**config.mk**
```make
export PLATFORM = sky130hd
export DESIGN_NAME = alt_cmp_pwm
export DESIGN_NICKNAME = d
export VERILOG_FILES = /design/src/rtl/alt_cmp_pwm.sv
export SDC_FILE = /design/constraint.sdc
export NUM_CORES = 1
export LEC_CHECK = 0
export CORE_ASPECT_RATIO = 1.1
export CORE_MARGIN = 10
export CORE_UTILIZATION = 40
export CTS_CLUSTER_SIZE = 12
export DETAILED_ROUTE_END_ITERATION = 6
export DONT_BUFFER_PORTS = 1
export RECOVER_POWER = 100
export SYNTH_ARGS = -nofsm -noshare
export SYNTH_HDL_FRONTEND = slang
export SYNTH_SLANG_ARGS = --single-unit
```
**constraint.sdc**
```tcl
create_clock -name clk -period 1.95 [get_ports clk]
set_clock_uncertainty 0.2 [all_clocks]
set_input_delay 0.39 -clock clk [delete_from_list [all_inputs] [get_ports clk]]
set_output_delay 0.39 -clock clk [all_outputs]
set_load 0.03 [all_outputs]
```
**src/rtl/alt_cmp_pwm.sv**
```systemverilog
module alt_cmp_pwm #(
  parameter int W    = 8,
  parameter int SELW = 3
) (
  input  logic            clk,
  input  logic            rst_n,
  input  logic            run_en,
  input  logic            period_we,
  input  logic            duty_we,
  input  logic [W-1:0]    wdata,
  input  logic            ctrl_we,
  input  logic [SELW-1:0] ctrl_clksel,
  input  logic [1:0]      ctrl_mode,
  input  logic            ctrl_idle_lvl,
  input  logic            ctrl_oe,
  output logic            pwm_out,
  output logic            irq
);
  localparam int DIVW = (1 << SELW) - 1;
  localparam logic [1:0] MODE_PWM = 2'b10;

  logic [W-1:0]    period_q, duty_q, cnt;
  logic [SELW-1:0] clksel_q;
  logic [1:0]      mode_q;
  logic            idle_q, oe_q;
  logic            on_duty, act;
  logic [DIVW-1:0] div;
  logic [DIVW:0]   mask_w;
  logic            running, cnt_tick, hit;

  always_ff @(posedge clk or negedge rst_n) begin
    if (!rst_n) begin
      period_q <= '1;
      duty_q   <= '0;
      clksel_q <= '0;
      mode_q   <= '0;
      idle_q   <= 1'b0;
      oe_q     <= 1'b0;
    end else begin
      if (period_we && !run_en) period_q <= wdata;
      if (duty_we) duty_q <= wdata;
      if (ctrl_we && !run_en) begin
        clksel_q <= ctrl_clksel;
        mode_q   <= ctrl_mode;
        idle_q   <= ctrl_idle_lvl;
        oe_q     <= ctrl_oe;
      end
    end
  end

  assign running  = run_en && (mode_q == MODE_PWM);
  assign mask_w   = ((DIVW+1)'(1) << clksel_q) - (DIVW+1)'(1);
  assign cnt_tick = running && ((div & mask_w[DIVW-1:0]) == mask_w[DIVW-1:0]);
  assign hit      = cnt == (on_duty ? duty_q : period_q);

  always_ff @(posedge clk or negedge rst_n) begin
    if (!rst_n) begin
      div     <= '0;
      cnt     <= '0;
      on_duty <= 1'b0;
      act     <= 1'b0;
      irq     <= 1'b0;
    end else if (!running) begin
      div     <= '0;
      cnt     <= '0;
      on_duty <= 1'b0;
      act     <= 1'b0;
      irq     <= 1'b0;
    end else begin
      div <= div + 1'b1;
      irq <= 1'b0;
      if (cnt_tick) begin
        if (hit && !on_duty) begin
          cnt     <= '0;
          irq     <= 1'b1;
          act     <= 1'b1;
          on_duty <= 1'b1;
        end else begin
          cnt <= cnt + 1'b1;
          if (hit) begin
            act     <= 1'b0;
            on_duty <= 1'b0;
          end
        end
      end
    end
  end

  assign pwm_out = (act && oe_q) ? ~idle_q : idle_q;

  p_off_state_r1: assert property (@(posedge clk) disable iff (!rst_n)
    !run_en |=> (cnt == '0 && !on_duty && !act && !irq));

  p_hold_between_ticks_r2: assert property (@(posedge clk) disable iff (!rst_n)
    (running && !cnt_tick) |=> $stable(cnt));

  p_irq_single_r4: assert property (@(posedge clk) disable iff (!rst_n)
    (irq && period_q != '0) |=> !irq);

  p_clear_with_irq_r4: assert property (@(posedge clk) disable iff (!rst_n)
    irq |-> (cnt == '0));

  p_active_starts_on_irq_r4: assert property (@(posedge clk) disable iff (!rst_n)
    $rose(act) |-> irq);

  p_duty_no_irq_r5: assert property (@(posedge clk) disable iff (!rst_n)
    (cnt_tick && on_duty) |=> !irq);

  p_period_frozen_r8: assert property (@(posedge clk) disable iff (!rst_n)
    (run_en && period_we) |=> $stable(period_q));
endmodule

```
==> flow_summary.ini <==
[status]
status = complete, but fails checks
violations = negative setup slack

[setup_path]
crit_chain = mux2i_1, xnor2_1, nor4_2, nand4b_2, or2_4, a32o_1
required_ns = 1.94
rrSetupSlack_ns = -0.19
cpPeakStageDelay_ns = 0.47
path_max_fanout = 6
startpoint = act
end_kind = flip-flop
cpMaxStageDelayCell = dfrtp_2
rr_startpoint = act
worstSetupPathType = flip-flop to flip-flop
arrival_ns = 2.13
cp-start-kind = flip-flop

[synthesis]
async_flop_share_pct = 100
synth_common_cells = dfrtp_1 (32), mux2_2 (23), nand2_1 (13), nor2_1 (13)
synth_fp_nets = 195
ys_seq_elements = 40
synth_area_leaders = dfrtp_1 (40%), mux2_2 (13%), dfstp_2 (11%)
yosys_warnings = 0
synth-seq-area-share_pct = 50.5
synth_edf_count = 0
yosysTopAreaCellShare_pct = 40.0
synth_cell_type_count = 33
synthFlopType = dfrtp_1
synthesis.area_um2 = 2000
synth_top_area_cell = dfrtp_1
synth.most_common_cell = dfrtp_1
avgSynthCellArea_um2 = 11.6
netlist_instances = 172

[clock_tree]
cts_made_buffers = 5
clock_path_buffers = 2
insertion_delay_ns = 0.30
tritoncts = built
clock-sinks = 40
root_buffer = clkbuf_8
cts.clk_slew.worst_paths_ns = 0.08
htreeDepth = 2

[timing]
setup_slack_ns = -0.193
setup_tns_ns = -1.28
finalCritPeriodShare_pct = 110
setup_viol = 11
report.final.slew_viol_count = 0
min_period_ns = 2.14
rsz0062_at_grt = true
max_slew_margin_pct = 36.1
fmax_mhz = 467
worst_slew_pin_slew_ns = 0.959
hold_slack_ns = 0.0368
hold_viol = 0

[route]
drc_errors = 0
vias = 1346
initialDrtViolationCount = 60
vias_per_cell = 5.38
post_drt_wl_per_cell_um = 16.2
drt-total-wl_mm = 4.06
ant_nets = 0
firstDrtPassIters = 4

[place]
io_buffers = 0
gp_congestion = 0.797
place_area_um2 = 2140
hpwl_mm = 3.03

[hold_path]
hold_class = input pin to flip-flop
worstHoldStart = ctrl_clksel[1]

[floorplan]
die_h_um = 94.2
start_util_pct = 42.1
rows = 26
die_w_um = 87.5
io_pins = 23
core_area_um2 = 4750
die_area_um2 = 8240

[finish]
fin_area_um2 = 2330
num_antenna_cells = 0
drive_gt1_share_pct = 35.6
nNetsFinal = 216
area_delta_synth_final_pct = 16.6
n_fill_cell = 433

[grt]
gr-total-overflow = 0
grt_util_all_layers_pct = 10.6
grt_pass1_wl_mm = 6.81
grt_pass1_vias = 1403
antenna_found_initial = 0
grt_max_degree = 41

[power]
powerDensity_nw_per_um2 = 820
peakVddDrop_uv = 557
power_leakage_nw = 0.948

[flow_run]
drv_cap = 0
-- sequential cells by signal (all words and copies together), names as in the netlist --
register	count
mode_q	2
clksel_q	3
idle_q	1
duty_q	8
div	7
cnt	8
irq	1
act	1
oe_q	1
period_q	8
-- area by class of cell --
| type | instances | area [µm²] | area share (%) |
|---|---|---|---|
| flip-flops and latches | 40 | 1010 | 43.4 |
| multi-input cells | 125 | 981 | 42.0 |
| repair buffers | 21 | 150 | 6.43 |
| clock buffers | 6 | 82.6 | 3.54 |
| well taps | 56 | 70.1 | 3.00 |
| clock inverters | 2 | 38.8 | 1.66 |
-- per-layer routing --
layer,vias up,wire length (µm),share of wire (%),track usage [%]
met2,20,2180,54,18.0
met3,9,206,5.1,4.60
met4,0,83,2.0,5.32
met5,-,0,0,0
met1,675,1590,39,10.9
li1,642,-,-,-
-- timing repair --
item | in CTS | in global routing
endpoints found under the setup margin | 11 | 11
pin swaps | 0 | 0
endpoints found under the hold margin | 40 | 0
gates resized for setup | 7 | 4
hold buffers | 2 | 0
buffers inserted | 0 | 2
-- cells in the final DEF, fill, tap and decap left out, types with 4 or more instances in the layout --
| cell | n |
|---|---|
| a32o_1 | 5 |
| buf_4 | 15 |
| clkbuf_8 | 6 |
| dfrtp_1 | 31 |
| dfstp_2 | 8 |
| mux2_2 | 22 |
| mux2i_1 | 7 |
| nand2_1 | 12 |
| nand3_1 | 6 |
| nor2_1 | 13 |
| o21ai_0 | 8 |
| or2b_1 | 4 |
| xnor2_1 | 10 |
-- where the power goes --
group	switching, mW	internal [mW]
clock	0.298	0.418
combinational	0.114	0.126
sequential	0.0449	0.913
total	0.456	1.46
-- worst max-delay path: cells and delay by family, from the launching register on --
family,cells,cell delay [ns]
flip-flops,1,0.47
AND/OR/NAND/NOR,3,0.78
AO/OA/AOI/OAI,1,0.26
multiplexers,1,0.24
XOR/XNOR,1,0.09
-- cells by family (layout without fill, tap and decap cells) --
| logic type | count (synthesis) | after routing | share of synthesized area (%) |
|---|---|---|---|
| AND/OR/NAND/NOR | 56 | 56 | 14.8 |
| XOR/XNOR | 13 | 13 | 5.69 |
| adder cells (fa/ha/maj) | 2 | 2 | 1.25 |
| buffers and inverters | 7 | 29 | 2.75 |
| flip-flops | 40 | 40 | 50.5 |
| AO/OA/AOI/OAI | 21 | 21 | 7.06 |
| multiplexers | 33 | 33 | 17.9 |
-- worst paths after layout --
path	to	depth (start not counted)
max in group asynchronous	act	2
min	clksel_q[1]	1
min in group asynchronous	div[5]	2
min reg2reg	duty_q[4]	1
max	cnt[5]	6
max reg2reg	cnt[5]	6
-- metrics by stage --
step                      cells  util [%]  power [mW]  setup WS (ns)
after detailed placement    238      45.2        1.19         -0.253
after global placement      238      45.2        1.18         -0.153
after CTS                   248      49.1        1.94         -0.210
final                       250      49.2        1.91         -0.193
after global routing        250      49.2        2.02         -0.282
after floorplan             172         -        1.13        -0.0555
Power figures use the tool's default switching activity.
